## config.mk

```make
export PLATFORM = sky130hd
export DESIGN_NAME = crm_cycle_ctrl
export DESIGN_NICKNAME = d
export VERILOG_FILES = /design/src/rtl/crm_pkg.sv /design/src/rtl/crm_demag_det.sv /design/src/rtl/crm_restart_wdog.sv /design/src/rtl/crm_ontime.sv /design/src/rtl/crm_cycle_ctrl.sv
export SDC_FILE = /design/constraint.sdc
export NUM_CORES = 1
export LEC_CHECK = 0
export BUFFER_PORTS_ARGS = -buffer_cell sky130_fd_sc_hd__buf_2
export CORE_UTILIZATION = 59
export CTS_CLUSTER_SIZE = 14
export DETAILED_ROUTE_END_ITERATION = 6
export PLACE_DENSITY = 0.79
export SETUP_SLACK_MARGIN = 0.1
export SYNTH_ARGS = -nofsm -noshare
export SYNTH_HDL_FRONTEND = slang
export SYNTH_SLANG_ARGS = --single-unit
```

## constraint.sdc

```tcl
create_clock -name clk -period 2.75 [get_ports clk]
set_clock_uncertainty 0.2 [all_clocks]
set_input_delay 0.55 -clock clk [delete_from_list [all_inputs] [get_ports clk]]
set_output_delay 0.55 -clock clk [all_outputs]
set_load 0.05 [all_outputs]
```

## src/rtl/crm_pkg.sv

```systemverilog
package crm_pkg;

  // Pulse width in cycles for a control code: zero at or below the offset,
  // capped at the ramp ceiling.
  function automatic int on_width(int code, int offs, int cap);
    int span;
    if (code <= offs) return 0;
    span = code - offs;
    if (span > cap) return cap;
    return span;
  endfunction

  // Counter width able to hold values 0..n
  function automatic int cnt_bits(int n);
    return (n < 2) ? 1 : $clog2(n + 1);
  endfunction

endpackage

```

## src/rtl/crm_demag_det.sv

```systemverilog
module crm_demag_det #(
  parameter int MINPW_CYC = 4
) (
  input  logic clk,
  input  logic rst_n,
  input  logic en,
  input  logic drv,
  input  logic zcd_hi,
  input  logic zcd_lo,
  output logic demag_evt
);
  localparam int CW = crm_pkg::cnt_bits(MINPW_CYC);
  localparam logic [CW-1:0] HI_LAST = CW'(MINPW_CYC - 1);
  localparam logic [CW-1:0] HI_SAT  = CW'(MINPW_CYC);

  logic [CW-1:0] hi_run;
  logic          armed;
  logic          idle;

  assign idle      = en & ~drv;
  assign demag_evt = idle & armed & zcd_lo;

  // Consecutive upper-threshold samples during the off time
  always_ff @(posedge clk or negedge rst_n) begin
    if (!rst_n)                      hi_run <= '0;
    else if (!idle || !zcd_hi)       hi_run <= '0;
    else if (hi_run != HI_SAT)       hi_run <= hi_run + 1'b1;
  end

  // Arm once the excursion is long enough; consumed by the event
  always_ff @(posedge clk or negedge rst_n) begin
    if (!rst_n)                          armed <= 1'b0;
    else if (!idle || demag_evt)         armed <= 1'b0;
    else if (zcd_hi && hi_run == HI_LAST) armed <= 1'b1;
  end

endmodule

```

## src/rtl/crm_restart_wdog.sv

```systemverilog
module crm_restart_wdog #(
  parameter int RESTART_CYC = 9000
) (
  input  logic clk,
  input  logic rst_n,
  input  logic en,
  input  logic drv,
  output logic wdog_evt
);
  localparam int CW = crm_pkg::cnt_bits(RESTART_CYC);
  localparam logic [CW-1:0] OFF_LAST = CW'(RESTART_CYC - 1);

  logic [CW-1:0] off_run;
  logic          idle;

  assign idle     = en & ~drv;
  assign wdog_evt = idle & (off_run == OFF_LAST);

  // Saturating count of enabled off cycles
  always_ff @(posedge clk or negedge rst_n) begin
    if (!rst_n)                 off_run <= '0;
    else if (!idle)             off_run <= '0;
    else if (off_run != OFF_LAST) off_run <= off_run + 1'b1;
  end

endmodule

```

## src/rtl/crm_ontime.sv

```systemverilog
module crm_ontime #(
  parameter int CTRL_W    = 8,
  parameter int OFFSET    = 40,
  parameter int RAMP_MAX  = 200,
  parameter int BLANK_CYC = 13
) (
  input  logic              clk,
  input  logic              rst_n,
  input  logic              en,
  input  logic [CTRL_W-1:0] ctrl_code,
  input  logic              start_req,
  input  logic              cs_trip,
  output logic              drv,
  output logic              cyc_done,
  output logic              ramp_end,
  output logic              oc_hit
);
  localparam int RW = crm_pkg::cnt_bits(RAMP_MAX);

  logic [RW-1:0] ramp_q;
  logic [RW-1:0] width_c;
  logic [RW:0]   ramp_inc;
  logic          drv_q;
  logic          done_q;
  logic          set_c;
  logic          drv_nxt;

  assign width_c  = RW'(crm_pkg::on_width(32'(ctrl_code), OFFSET, RAMP_MAX));
  assign ramp_inc = {1'b0, ramp_q} + 1'b1;

  assign set_c    = start_req & ~drv_q & (width_c != '0);
  assign ramp_end = drv_q & (ramp_inc >= {1'b0, width_c});
  assign oc_hit   = drv_q & cs_trip & (32'(ramp_q) >= BLANK_CYC);

  // Reset-dominant: disable wins over any set
  assign drv_nxt  = ((drv_q & ~ramp_end & ~oc_hit) | set_c) & en;

  always_ff @(posedge clk or negedge rst_n) begin
    if (!rst_n) begin
      drv_q  <= 1'b0;
      ramp_q <= '0;
      done_q <= 1'b0;
    end else begin
      drv_q  <= drv_nxt;
      ramp_q <= (drv_q & drv_nxt) ? RW'(ramp_inc) : '0;
      done_q <= drv_q & ~drv_nxt;
    end
  end

  assign drv      = drv_q;
  assign cyc_done = done_q;

endmodule

```

## src/rtl/crm_cycle_ctrl.sv

```systemverilog
module crm_cycle_ctrl #(
  parameter int CTRL_W      = 8,
  parameter int OFFSET      = 40,
  parameter int RAMP_MAX    = 200,
  parameter int BLANK_CYC   = 13,
  parameter int RESTART_CYC = 9000,
  parameter int MINPW_CYC   = 4
) (
  input  logic              clk,
  input  logic              rst_n,
  input  logic              en,
  input  logic [CTRL_W-1:0] ctrl_code,
  input  logic              zcd_hi,
  input  logic              zcd_lo,
  input  logic              cs_trip,
  output logic              drv,
  output logic              cyc_done
);
  // Internal events, named for the checker
  logic demag_evt;
  logic wdog_evt;
  logic start_req;
  logic ramp_end;
  logic oc_hit;

  assign start_req = demag_evt | wdog_evt;

  crm_demag_det #(.MINPW_CYC(MINPW_CYC)) u_demag (
    .clk       (clk),
    .rst_n     (rst_n),
    .en        (en),
    .drv       (drv),
    .zcd_hi    (zcd_hi),
    .zcd_lo    (zcd_lo),
    .demag_evt (demag_evt)
  );

  crm_restart_wdog #(.RESTART_CYC(RESTART_CYC)) u_wdog (
    .clk      (clk),
    .rst_n    (rst_n),
    .en       (en),
    .drv      (drv),
    .wdog_evt (wdog_evt)
  );

  crm_ontime #(
    .CTRL_W    (CTRL_W),
    .OFFSET    (OFFSET),
    .RAMP_MAX  (RAMP_MAX),
    .BLANK_CYC (BLANK_CYC)
  ) u_ontime (
    .clk       (clk),
    .rst_n     (rst_n),
    .en        (en),
    .ctrl_code (ctrl_code),
    .start_req (start_req),
    .cs_trip   (cs_trip),
    .drv       (drv),
    .cyc_done  (cyc_done),
    .ramp_end  (ramp_end),
    .oc_hit    (oc_hit)
  );

endmodule

```

* Word-level counts from Yosys, hierarchy flattened *
Cells that the tools add are included.

operators by class
  bitwise logic cells = 20
  reduce and logical (&&, ||, !) cells = 8
  magnitude comparators = 4
  equal/unequal tests = 5
  $add $sub $neg = 4
  mux-type cells = 13

operator list
  operator                 count
  $mux W8                  4
  $mux W14                 2
  $add A14 B1 Y14 const B  1
  $and A1 B1 Y1            14
  $eq A14 B14 Y1 const B   1
  $ne A14 B14 Y1 const B   1
  $add A8 B1 Y9 const B    1
  $ge A9 B8 Y1             1
  $gt A9 B9 Y1 const B     1
  $sub A8 B6 Y9 const B    1
  $ge A8 B4 Y1 const B     1
  $le A8 B6 Y1 const B     1
  $reduce_bool A8 Y1       1
  $mux W3                  2
  $mux W1                  5
  $not A1 Y1               4
  $reduce_bool A2 Y1       2
  $add A3 B1 Y3 const B    1
  $eq A3 B2 Y1 const B     1
  $ne A3 B3 Y1 const B     1
  $logic_not A1 Y1         2
  $logic_or A1 B1 Y1       2
  $ne A2 B1 Y1 const B     1
  $or A1 B1 Y1             2
  $logic_and A1 B1 Y1      1

storage, ports and cells
  input port bits = 14
  register bits after elaboration = 28

* Longest topological paths before layout *
  depth after elaboration = 15
  gate-level depth with buffers = 13
  depth with buffers taken out = 13

* By module *
From an unflattened synthesis, not the netlist that was laid out.

second synthesis, totals
  cell total of the unflattened synthesis = 221
  area total of the unflattened synthesis = 1981.9 um^2

by module, submodules not included
  module            cells an instance  area an instance (um^2)  times used
  crm_ontime        114                963.4                    1
  crm_restart_wdog  81                 773.2                    1
  crm_demag_det     25                 239.0                    1
  crm_cycle_ctrl    1                  6.3                      1

* Worst setup path after synthesis *
OpenSTA, ideal clock, no wires.

  kind = input-to-reg
  from = input port ctrl_code[3]
  to = register u_ontime.done_q, in the netlist u_ontime.cyc_done
  stages on the path = 12
  buffers on the path = 0
  setup time = 0.120 ns
  data required time = 2.430 ns
  data arrival time = 3.224 ns
  path slack = -0.794 ns
  cells stage by stage = inv_1 > ha_1 > or4_1 > a21oi_1 > a21oi_1 > and2_1 > ha_1 > nand2b_1 > a2111oi_0 > o21ai_0 > a311o_1 > and2_1

between the ends
  longest elaborated chain between the ends = 15
  elaborated cells on any way between the ends = 20

ends and longest elaborated chain
  what                        line                  source
  start, declared             crm_cycle_ctrl.sv:12  input logic [CTRL_W-1:0] ctrl_code,
  $sub A8 B6 Y9               crm_pkg.sv:8          span = code - offs;
  $gt A9 B9 Y1                crm_pkg.sv:9          if (span > cap) return cap;
  $mux W1                     crm_pkg.sv:9
  $mux W1                     crm_pkg.sv:8
  $mux W8                     crm_pkg.sv:10         return span;
  $mux W8 *                   crm_pkg.sv:8
  $ge A9 B8 Y1                crm_ontime.sv:32      assign ramp_end = drv_q & (ramp_inc >= {1'b0, width_c});
  $and A1 B1 Y1               crm_ontime.sv:32
  $not A1 Y1                  crm_ontime.sv:36      assign drv_nxt = ((drv_q & ~ramp_end & ~oc_hit) | set_c) & en;
  $and A1 B1 Y1 (2 in a row)  crm_ontime.sv:36
  $or A1 B1 Y1 *              crm_ontime.sv:36
  $and A1 B1 Y1 *             crm_ontime.sv:36
  $not A1 Y1 *                crm_ontime.sv:46      done_q <= drv_q & ~drv_nxt;
  $and A1 B1 Y1 *             crm_ontime.sv:46
  end signal, assigned        crm_ontime.sv:46
  end, declared               crm_ontime.sv:24      logic done_q;

Every way passes the cells marked *; elsewhere a longest branch is shown, timed or not. The select of a mux whose other input is x is not followed.
A chain may end at the register's enable or synchronous reset.

* Worst setup path in the final report *
  from = input port ctrl_code[3]
  to = register u_ontime.ramp_q[3]

between the ends
  longest elaborated chain between the ends = 15
  elaborated cells on any way between the ends = 20

ends and longest elaborated chain
  what                        line              source
  $sub A8 B6 Y9               crm_pkg.sv:8
  $gt A9 B9 Y1                crm_pkg.sv:9
  $mux W1                     crm_pkg.sv:9
  $mux W1                     crm_pkg.sv:8
  $mux W8                     crm_pkg.sv:10
  $mux W8 *                   crm_pkg.sv:8
  $ge A9 B8 Y1                crm_ontime.sv:32
  $and A1 B1 Y1               crm_ontime.sv:32
  $not A1 Y1                  crm_ontime.sv:36
  $and A1 B1 Y1 (2 in a row)  crm_ontime.sv:36
  $or A1 B1 Y1 *              crm_ontime.sv:36
  $and A1 B1 Y1 *             crm_ontime.sv:36
  $and A1 B1 Y1 *             crm_ontime.sv:45  ramp_q <= (drv_q & drv_nxt) ? RW'(ramp_inc) : '0;
  $mux W8 *                   crm_ontime.sv:45
  end signal, assigned        crm_ontime.sv:45
  end, declared               crm_ontime.sv:20  logic [RW-1:0] ramp_q;

Marks and branches as above.

==> impl_metrics.json <==
{
  "maxSlewViolCount": 0,
  "top_layer": "met4",
  "endpoint_kind": "register",
  "io_buffers": 15,
  "hold_class": "in2async",
  "required_ns": 2.83,
  "gp_congestion": 0.842,
  "grt_pass1_wl_mm": 6.47,
  "clock_sinks": 28,
  "die_width_um": 57.2,
  "synth_area_um2": 1800,
  "io_pins": 16,
  "drive_gt1_frac": 0.227,
  "violations": "hold timing, setup timing",
  "vdd_ir_drop_max_uv": 194,
  "area_growth_syn_to_layout_pct": 21.5,
  "wl_met3_um": 75,
  "syn_inst": 194,
  "num_rows": 19,
  "ant_nets": 0,
  "detail_route.wl_per_cell_um": 14.8,
  "whs_ns": -0.00587,
  "maxSlewHeadroom": 0.596,
  "start_util": 0.636,
  "dr.pass1.iters": 4,
  "synth_commonest_cells": "dfrtp_1 (28), nor2_1 (22), ha_1 (17), nand2_1 (17), nand3_1 (13)",
  "met1Wirelength_mm": 1.57,
  "yosys_warnings": 0,
  "vias": 1507,
  "overflow": 0,
  "path_class": "in2reg",
  "clk_latency_ns": 0.34,
  "postCtsHoldBufs": 0,
  "grt_start_max_net_pins": 29,
  "htree_levels": 1,
  "drcViolationCount": 0,
  "seq_area_frac_synth": 0.390,
  "status": "complete, but fails checks",
  "die-area_um2": 3270,
  "path_cells": "buf_8 > or2_4 > or4_4 > a21oi_4 > a21oi_2 > and2_1 > ha_1 > nand2b_4 > a2111oi_4 > o21ai_1 > a311o_1 > buf_6 > nor2b_1",
  "routed_wl_mm": 3.86,
  "setup_viol": 10,
  "syn-num-nets": 225,
  "power.leakage_uw": 0.000995,
  "fp.coreArea_um2": 2830,
  "timing.final.ws_setup_ns": -0.381,
  "hold_viol_final": 17,
  "ys_types": 38,
  "nNetsFinal": 261,
  "post-route-util": 0.772,
  "avgSynthCellArea_um2": 9.27,
  "cap_violations": 0,
  "viasPerCell": 5.80,
  "antennaDiodeCount": 0,
  "route.met2.wl_mm": 2.11,
  "synth_top_cells_by_area": "dfrtp_1 (39%), ha_1 (12%), xnor2_1 (5.4%)",
  "cts_buffers": 3,
  "crit_path_start_kind": "input pin",
  "min_period_over_period": 1.14,
  "grt_antenna_before_repair": 0,
  "period_needed_ns": 3.13,
  "cpPeakStageDelay_ns": 0.52,
  "clockRootBuffer": "clkbuf_4",
  "ys_async_sr_fraction": 1.00,
  "groute.usage.overall": 0.264,
  "max_freq_ghz": 0.319,
  "cts.path.max_buffers": 2,
  "synth_top_area_share": 0.390,
  "clkTransAtPathRegs_ns": 0.15,
  "yosysMostFrequentCell": "dfrtp_1",
  "crit_slowest_cell": "or4_4",
  "synth_edf_count": 0,
  "ys_ff_latch": 28,
  "die_height_um": 57.2,
  "rsz0062_at_grt": "yes",
  "cellPowerDensity_nw_per_um2": 370,
  "cp_data_arrival_time_ns": 3.21,
  "crit_fanout": 8,
  "drtIter0Drc": 92,
  "tightestPinTransition_ns": 0.606,
  "dp_hpwl_mm": 2.89,
  "place_ws_ns": -0.958,
  "cts_tree": "yes",
  "synth_flop_cell": "dfrtp_1",
  "grt_pass1_vias": 1509,
  "yosysTopAreaCell": "dfrtp_1"
}
[registers in the layout (all words and copies together) (netlist names)]
signal,count
u_ontime.drv,1
u_wdog.off_run,14
u_ontime.cyc_done,1
u_ontime.ramp_q,8
u_demag.hi_run,3
u_demag.armed,1
[per-stage QoR]
| step | cells | cell area [µm²] | hold WS, ns | TNS [ns] | power [µW] |
|---|---|---|---|---|---|
| after floorplan | 194 | 1810 | 0.0544 | -5.12 | 478 |
| after global placement | 254 | 2040 | 0.332 | -7.39 | 525 |
| after detailed placement | 254 | 2040 | 0.326 | -9.18 | 532 |
| after CTS | 258 | 2140 | 0.00816 | -3.32 | 807 |
| after global routing | 260 | 2180 | 0.0226 | -3.89 | 842 |
| final | 260 | 2180 | -0.00587 | -3.44 | 809 |
[logic make-up after synthesis]
kind of cell / count (synthesis) / synth area share
buffers and inverters: 13 / 0.0292
AO/OA/AOI/OAI: 22 / 0.0779
adder cells (fa/ha/maj): 17 / 0.118
AND/OR/NAND/NOR: 92 / 0.275
multiplexers: 3 / 0.0174
flip-flops: 28 / 0.390
XOR/XNOR: 19 / 0.0926
[cell usage in the layout, fill, tap and decap left out, types with 2 or more instances in the layout]
master,instances
nand2b_1,5
inv_1,9
or3_1,2
dfrtp_1,28
ha_1,15
buf_2,13
nor2b_1,7
nor3_1,7
and2_1,2
o21ai_1,2
xnor2_1,11
xor2_1,8
and4_1,2
nand3b_1,2
a21oi_1,7
nor4_1,2
nand3_1,13
clkbuf_4,3
nand2_1,17
buf_6,2
nor2_1,22
mux2i_1,2
a311o_1,2
o21ai_0,3
buf_4,19
[final timing paths]
path | start | endpoint | slack, ns | cells past startpoint
setup / recovery | ctrl_code[3] | u_ontime.ramp_q[3] | -0.38 | 13
hold / removal | rst_n | u_wdog.off_run[9] | -0.006 | 1
setup reg to reg | u_ontime.ramp_q[2] | u_ontime.ramp_q[3] | 0.10 | 9
hold reg to reg | u_wdog.off_run[13] | u_wdog.off_run[13] | 0.35 | 2
max in group asynchronous | rst_n | u_ontime.ramp_q[1] | 1.96 | 1
min in group clk | zcd_lo | u_demag.armed | 0.29 | 3
[metal layers]
| layer | up-vias | global-route usage |
|---|---|---|
| met5 | - | 0 |
| met4 | 0 | 0.139 |
| met3 | 10 | 0.0317 |
| met2 | 31 | 0.492 |
| met1 | 724 | 0.293 |
| li1 | 742 | - |
[timing repair]
action | 4_1_cts | 5_1_grt
pin swaps | 3 | 1
endpoints found under the setup margin | 10 | 10
buffers inserted | 0 | 2
gates resized for setup | 10 | 3
[final cells by class]
type	instances	area (µm²)
clock buffers	3	22.5
clock inverters	1	30.0
fillers	184	644
inverters	9	33.8
multi-input cells	153	1110
flip-flops and latches	28	701
well taps	31	38.8
repair buffers	35	245
[worst max-delay path, delay by kind of cell]
kind                     cells  cell delay [ns]
AO/OA/AOI/OAI                5             0.96
adder cells (fa/ha/maj)      1             0.27
buffers and inverters        2             0.25
AND/OR/NAND/NOR              5             1.16
[report_power, final]
part           internal [µW]  switching, µW  total, µW
logic                   57.5           57.6        115
registers                417           4.79        422
clock network            148            124        272
No activity file was read; power rests on OpenSTA's default activity.
